<file path="src/rtl/align_pred_pkg.sv">
package align_pred_pkg;

    typedef enum logic [0:0] {
        TR_IDLE    = 1'b0,
        TR_INSTALL = 1'b1
    } train_state_e;

endpackage

</file>
<file path="src/rtl/ap_tag_table.sv">
module ap_tag_table #(
    parameter int ENTRIES = 4,
    parameter int TAG_W   = 30,
    localparam int IDX_W  = (ENTRIES > 1) ? $clog2(ENTRIES) : 1
) (
    input  logic             clk,
    input  logic             rst_n,
    input  logic [TAG_W-1:0] lk_tag,
    output logic             lk_hit,
    input  logic [TAG_W-1:0] chk_tag,
    output logic             chk_hit,
    input  logic             wr_en,
    input  logic [IDX_W-1:0] wr_idx,
    input  logic [TAG_W-1:0] wr_tag
);

    logic [ENTRIES-1:0] valid_q;
    logic [TAG_W-1:0]   tag_q [ENTRIES];
    logic [ENTRIES-1:0] lk_match;
    logic [ENTRIES-1:0] chk_match;

    for (genvar e = 0; e < ENTRIES; e++) begin : g_entry
        always_ff @(posedge clk or negedge rst_n) begin
            if (!rst_n) begin
                valid_q[e] <= 1'b0;
                tag_q[e]   <= '0;
            end else if (wr_en && (wr_idx == IDX_W'(e))) begin
                valid_q[e] <= 1'b1;
                tag_q[e]   <= wr_tag;
            end
        end

        assign lk_match[e]  = valid_q[e] && (tag_q[e] == lk_tag);
        assign chk_match[e] = valid_q[e] && (tag_q[e] == chk_tag);
    end

    assign lk_hit  = |lk_match;
    assign chk_hit = |chk_match;

    // reset leaves every entry invalid
    assert_reset_empty_R1: assert property (@(posedge clk)
        !rst_n |=> (valid_q == '0));

    // duplicate filtering keeps at most one matching entry
    assert_unique_tag_R9: assert property (@(posedge clk) disable iff (!rst_n)
        $onehot0(lk_match));

    // without a write request the table holds its contents
    assert_table_hold_R7: assert property (@(posedge clk) disable iff (!rst_n)
        !wr_en |=> $stable(valid_q));

endmodule

</file>
<file path="src/rtl/ap_rr_victim.sv">
module ap_rr_victim #(
    parameter int ENTRIES = 4,
    localparam int IDX_W  = (ENTRIES > 1) ? $clog2(ENTRIES) : 1
) (
    input  logic             clk,
    input  logic             rst_n,
    input  logic             advance,
    output logic [IDX_W-1:0] victim
);

    logic [IDX_W-1:0] ptr_q;

    always_ff @(posedge clk or negedge rst_n) begin
        if (!rst_n) begin
            ptr_q <= '0;
        end else if (advance) begin
            if (ptr_q == IDX_W'(ENTRIES - 1)) begin
                ptr_q <= '0;
            end else begin
                ptr_q <= ptr_q + 1'b1;
            end
        end
    end

    assign victim = ptr_q;

endmodule

</file>
<file path="src/rtl/ap_train_fsm.sv">
module ap_train_fsm
    import align_pred_pkg::*;
#(
    parameter int TAG_W = 30
) (
    input  logic             clk,
    input  logic             rst_n,
    input  logic             mispredict,
    input  logic [TAG_W-1:0] miss_tag,
    input  logic             dup_hit,
    output logic [TAG_W-1:0] cap_tag,
    output logic             wr_en
);

    train_state_e     state_q, state_d;
    logic [TAG_W-1:0] cap_q;

    always_comb begin
        state_d = state_q;
        unique case (state_q)
            TR_IDLE:    state_d = mispredict ? TR_INSTALL : TR_IDLE;
            TR_INSTALL: state_d = mispredict ? TR_INSTALL : TR_IDLE;
            default:    state_d = TR_IDLE;
        endcase
    end

    always_ff @(posedge clk or negedge rst_n) begin
        if (!rst_n) begin
            state_q <= TR_IDLE;
            cap_q   <= '0;
        end else begin
            state_q <= state_d;
            if (mispredict) begin
                cap_q <= miss_tag;
            end
        end
    end

    always_comb begin
        wr_en = 1'b0;
        unique case (state_q)
            TR_IDLE:    wr_en = 1'b0;
            TR_INSTALL: wr_en = !dup_hit;
            default:    wr_en = 1'b0;
        endcase
    end

    assign cap_tag = cap_q;

    // every mispredict is captured for installation on the next cycle
    assert_capture_R6: assert property (@(posedge clk) disable iff (!rst_n)
        mispredict |=> (state_q == TR_INSTALL) && (cap_q == $past(miss_tag)));

endmodule

</file>
<file path="src/rtl/align_predictor.sv">
module align_predictor #(
    parameter int PC_W    = 32,
    parameter int PC_LSB  = 2,
    parameter int ENTRIES = 4
) (
    input  logic            clk,
    input  logic            rst_n,
    input  logic            lk_valid,
    input  logic [PC_W-1:0] lk_pc,
    input  logic            lk_explicit,
    output logic            pred_split,
    output logic [1:0]      pred_uops,
    input  logic            rs_valid,
    input  logic [PC_W-1:0] rs_pc,
    input  logic            rs_pred_split,
    input  logic            rs_misaligned,
    output logic            replay
);

    localparam int TAG_W = PC_W - PC_LSB;
    localparam int IDX_W = (ENTRIES > 1) ? $clog2(ENTRIES) : 1;

    logic [TAG_W-1:0] lk_tag;
    logic [TAG_W-1:0] rs_tag;
    logic [TAG_W-1:0] cap_tag;
    logic             lk_hit;
    logic             dup_hit;
    logic             wr_en;
    logic [IDX_W-1:0] victim;
    logic             mispredict;

    assign lk_tag     = lk_pc[PC_W-1:PC_LSB];
    assign rs_tag     = rs_pc[PC_W-1:PC_LSB];
    assign mispredict = rs_valid && !rs_pred_split && rs_misaligned;

    ap_tag_table #(
        .ENTRIES (ENTRIES),
        .TAG_W   (TAG_W)
    ) u_table (
        .clk     (clk),
        .rst_n   (rst_n),
        .lk_tag  (lk_tag),
        .lk_hit  (lk_hit),
        .chk_tag (cap_tag),
        .chk_hit (dup_hit),
        .wr_en   (wr_en),
        .wr_idx  (victim),
        .wr_tag  (cap_tag)
    );

    ap_rr_victim #(
        .ENTRIES (ENTRIES)
    ) u_victim (
        .clk     (clk),
        .rst_n   (rst_n),
        .advance (wr_en),
        .victim  (victim)
    );

    ap_train_fsm #(
        .TAG_W (TAG_W)
    ) u_train (
        .clk        (clk),
        .rst_n      (rst_n),
        .mispredict (mispredict),
        .miss_tag   (rs_tag),
        .dup_hit    (dup_hit),
        .cap_tag    (cap_tag),
        .wr_en      (wr_en)
    );

    always_comb begin
        pred_split = 1'b0;
        pred_uops  = 2'd0;
        if (lk_valid) begin
            pred_split = lk_explicit || lk_hit;
            pred_uops  = (lk_explicit || lk_hit) ? 2'd2 : 2'd1;
        end
    end

    assign replay = mispredict;

    // explicit misaligned opcodes are always split
    assert_explicit_split_R3: assert property (@(posedge clk) disable iff (!rst_n)
        (lk_valid && lk_explicit) |-> (pred_split && pred_uops == 2'd2));

    // idle lookup port drives zeros
    assert_idle_quiet_R10: assert property (@(posedge clk) disable iff (!rst_n)
        !lk_valid |-> (!pred_split && pred_uops == 2'd0));

    // a resolve issued as split never replays
    assert_split_no_replay_R5: assert property (@(posedge clk) disable iff (!rst_n)
        (rs_valid && rs_pred_split) |-> !replay);

endmodule

</file>
<file path="config.mk">
export PLATFORM = sky130hd
export DESIGN_NAME = align_predictor
export DESIGN_NICKNAME = d
export VERILOG_FILES = /design/src/rtl/align_pred_pkg.sv /design/src/rtl/ap_tag_table.sv /design/src/rtl/ap_rr_victim.sv /design/src/rtl/ap_train_fsm.sv /design/src/rtl/align_predictor.sv
export SDC_FILE = /design/constraint.sdc
export NUM_CORES = 1
export LEC_CHECK = 0
export BUFFER_PORTS_ARGS = -buffer_cell sky130_fd_sc_hd__buf_4
export CAP_MARGIN = 20
export CORE_MARGIN = 2
export CORE_UTILIZATION = 25
export DETAILED_ROUTE_END_ITERATION = 6
export PLACE_DENSITY_LB_ADDON = 0.12
export SLEW_MARGIN = 20
export SYNTH_ARGS = -nofsm -noshare
export SYNTH_HDL_FRONTEND = slang
export SYNTH_SLANG_ARGS = --single-unit
export TNS_END_PERCENT = 30
</file>
<file path="constraint.sdc">
create_clock -name clk -period 2.6 [get_ports clk]
set_clock_uncertainty 0.05 [all_clocks]
set_input_delay 0.39 -clock clk [delete_from_list [all_inputs] [get_ports clk]]
set_output_delay 0.39 -clock clk [all_outputs]
set_load 0.1 [all_outputs]
</file>
==> impl_metrics.ini <==
[setup_path]
max_stage_delay_ns = 0.39
cp_data_required_time_ns = 2.16
crit_path_end_kind = output port
path_cells = xnor2_1 -> buf_4 -> nand4_1 -> nor4_2 -> buf_4 -> nand4_1 -> a31oi_4 -> buf_12
path_class = reg -> out
cp.arrival_ns = 2.51
crit_family = simple AND/OR/NAND/NOR gates
start_kind = flop
path_depth = 8
cp_slowest_cell = dfrtp_1
crit_buf_inv = 3
r2r_cells = 9
cp_max_fo = 2

[timing]
tightest_slew_ns = 0.681
clock.fmax_mhz = 339
drv_slew = 0
worst_slack_ns = -0.351
hold_ws_ns = 0.0808
hold_viol = 0
min_period_ns = 2.95
rsz0062_at_grt = true
relSlewSlack = 0.546
layout_worst_path_cycle_share = 1.14
setup_viol = 52

[route]
num_vias = 6315
drtAntennaViolNets = 0
drc = 0
drt_iter0_markers = 406
wl_per_cell_um = 24.0
wirelength_mm = 34.3
first_pass_iters = 4
via_per_inst = 4.42

[floorplanning]
die_y_um = 193
start_util = 0.253
dieArea_mm2 = 0.0373
core_area_mm2 = 0.0354
ios = 75
fp.dieW_um = 193
rows = 69

[clocking]
cts_tree = done
cts_sinks = 157
cts_made_buffers = 17
clk_latency_ns = 0.44
cts.path.max_buffers = 2
clockRootBuffer = clkbuf_16
clkTransAtPathRegs_ns = 0.07
htreeDepth = 4

[global_routing]
grt_pass1_vias = 6550
antenna_found_initial = 0
grt_overflow = 0
grt_pass1_wl_mm = 47.3
grt_max_degree = 62
grt_usage = 0.178

[layout]
syn_to_final_growth_pct = 40.6
layout.cells.non_filler = 1430
antennaDiodeCount = 0
final_nets = 1031
drive_above_1_share = 0.448

[pwr]
power_density_mw_per_mm2 = 1070
irDropWorstVdd_mv = 0.504
leakage_nw = 5.70

[place]
gp_congestion = 0.867
dpl.hpwl_mm = 24.9
placed_cells = 1374
port_buffers = 70

[min_path]
hp-class = in -> reg
whs_path_depth = 3

[status]
violations = negative setup slack
run_status = complete, but fails checks

[synthesis]
syn-num-nets = 849
ys_ff_latch = 157
netlist-cell-type-count = 25
synth_warnings = 0
synthCells = 774
syn_area_mm2 = 0.00895
synth-seq-area-share = 0.439
syn_area_per_cell_um2 = 11.6

[job]
drv_cap = 0
power by group:
| group | switching (mW) | total, mW | leakage (nW) | internal, mW |
|---|---|---|---|---|
| Combinational | 2.45 | 5.80 | 3.38 | 3.35 |
| Sequential | 1.18 | 4.55 | 1.98 | 3.37 |
| Clock | 1.12 | 3.06 | 0.336 | 1.94 |
worst register-to-register path, delay by kind of cell (launching register included):
family | cells | cell delay [ns]
compound gates | 1 | 0.17
xor+xnor | 1 | 0.21
buf+inv | 3 | 0.56
flops | 1 | 0.45
mux | 1 | 0.31
simple gates | 3 | 0.79
sequential cells by signal (all words and copies together), names as in the netlist:
name,count
u_table.tag_q,120
u_victim.victim,2
u_train.cap_tag,30
u_table.valid_q,4
u_train.state_q,1
final timing paths:
kind	from	end	slack, ns
hold reg to reg	u_table.valid_q[0]$_DFFE_PN0P_	u_table.valid_q[0]$_DFFE_PN0P_	0.45
hold / removal	rs_pc[3]	u_train.cap_tag[1]$_DFFE_PN0P_	0.08
max in group asynchronous	rst_n	u_train.cap_tag[5]$_DFFE_PN0P_	1.29
setup reg to reg	u_table.tag_q[97]$_DFFE_PN0P_	u_table.tag_q[22]$_DFFE_PN0P_	-0.05
setup / recovery	u_table.tag_q[5]$_DFFE_PN0P_	pred_uops[1]	-0.35
min in group asynchronous	rst_n	u_table.tag_q[66]$_DFFE_PN0P_	0.48
synth_stat cells, drive strengths merged:
master | instances | area share
nand3 | 7 | 0.0039
clkbuf | 17 | 0.0071
a22oi | 2 | 0.0022
nor4 | 22 | 0.016
ha | 4 | 0.0056
nand2b | 4 | 0.0028
xnor2 | 207 | 0.20
inv | 4 | 0.0017
mux2 | 122 | 0.16
xor2 | 33 | 0.032
nand3b | 1 | 0.00084
a41oi | 1 | 0.00098
dfrtp | 157 | 0.44
nor2 | 2 | 0.00084
a31oi | 1 | 0.00070
nand2 | 90 | 0.038
a21boi | 1 | 0.0013
buf | 43 | 0.041
nand4 | 56 | 0.043
kinds of logic after synthesis:
kind of cell / Yosys count / synth area share
buffers and inverters: 64 / 0.0499
xor gates and xnor gates: 240 / 0.235
AOI/OAI and AO/OA: 5 / 0.00517
muxes: 122 / 0.161
and+or+nand+nor: 182 / 0.105
adders and majority gates: 4 / 0.00559
DFF: 157 / 0.439
repair_timing:
item | CTS | global route
hold buffers | 1 | 0
cloned | 3 | 6
gates resized for setup | 58 | 112
setup buffers | 6 | 8
setup endpoints to repair | 109 | 123
hold endpoints to repair | 55 | 0
pin swaps | 8 | 17
layout make-up:
type | instances | area (um^2)
Sequential cell | 157 | 3950
Clock inverter | 13 | 259
Multi-Input combinational cell | 553 | 5280
Inverter | 4 | 15.0
Tap cell | 461 | 577
Fill cell | 3568 | 22800
Clock buffer | 19 | 443
Timing Repair Buffer | 223 | 2060
layer usage:
layer / part of all wire / up-vias / routed length, um / global-route usage
met5: 0 / - / 0 / 0
met4: 0.011 / 0 / 388 / 0.0455
met3: 0.028 / 11 / 955 / 0.0307
met2: 0.47 / 89 / 16100 / 0.285
met1: 0.49 / 3250 / 16800 / 0.250
li1: - / 2965 / - / -
metrics by stage:
step	cell area, um^2	util	setup slack (ns)	power, mW	setup TNS [ns]
global placement	10800	0.304	-0.244	9.39	-6.87
global route	12600	0.356	-0.425	14.1	-8.25
CTS	11900	0.336	-0.332	12.8	-1.44
floorplan	8970	-	-0.203	7.12	-0.203
finish	12600	0.356	-0.351	13.4	-1.84
detailed placement	10800	0.304	-0.214	9.40	-3.00
cells in the final DEF (no fill, tap or decap), drive strengths merged:
cell type and count:
nor2 2, a21boi 1, nand3b 1, a22oi 2
clkinvlp 2, dfrtp 157, mux2 122, nand2 90
xnor2 207, dlygate4sd3 1, ha 4, xor2 33
a41oi 1, bufinv 7, a31oi 1, inv 6
nand2b 4, clkbuf 24, buf 217, clkinv 2
nand3 7, nor4 22, nand4 56
Power figures use the tool's default switching activity.
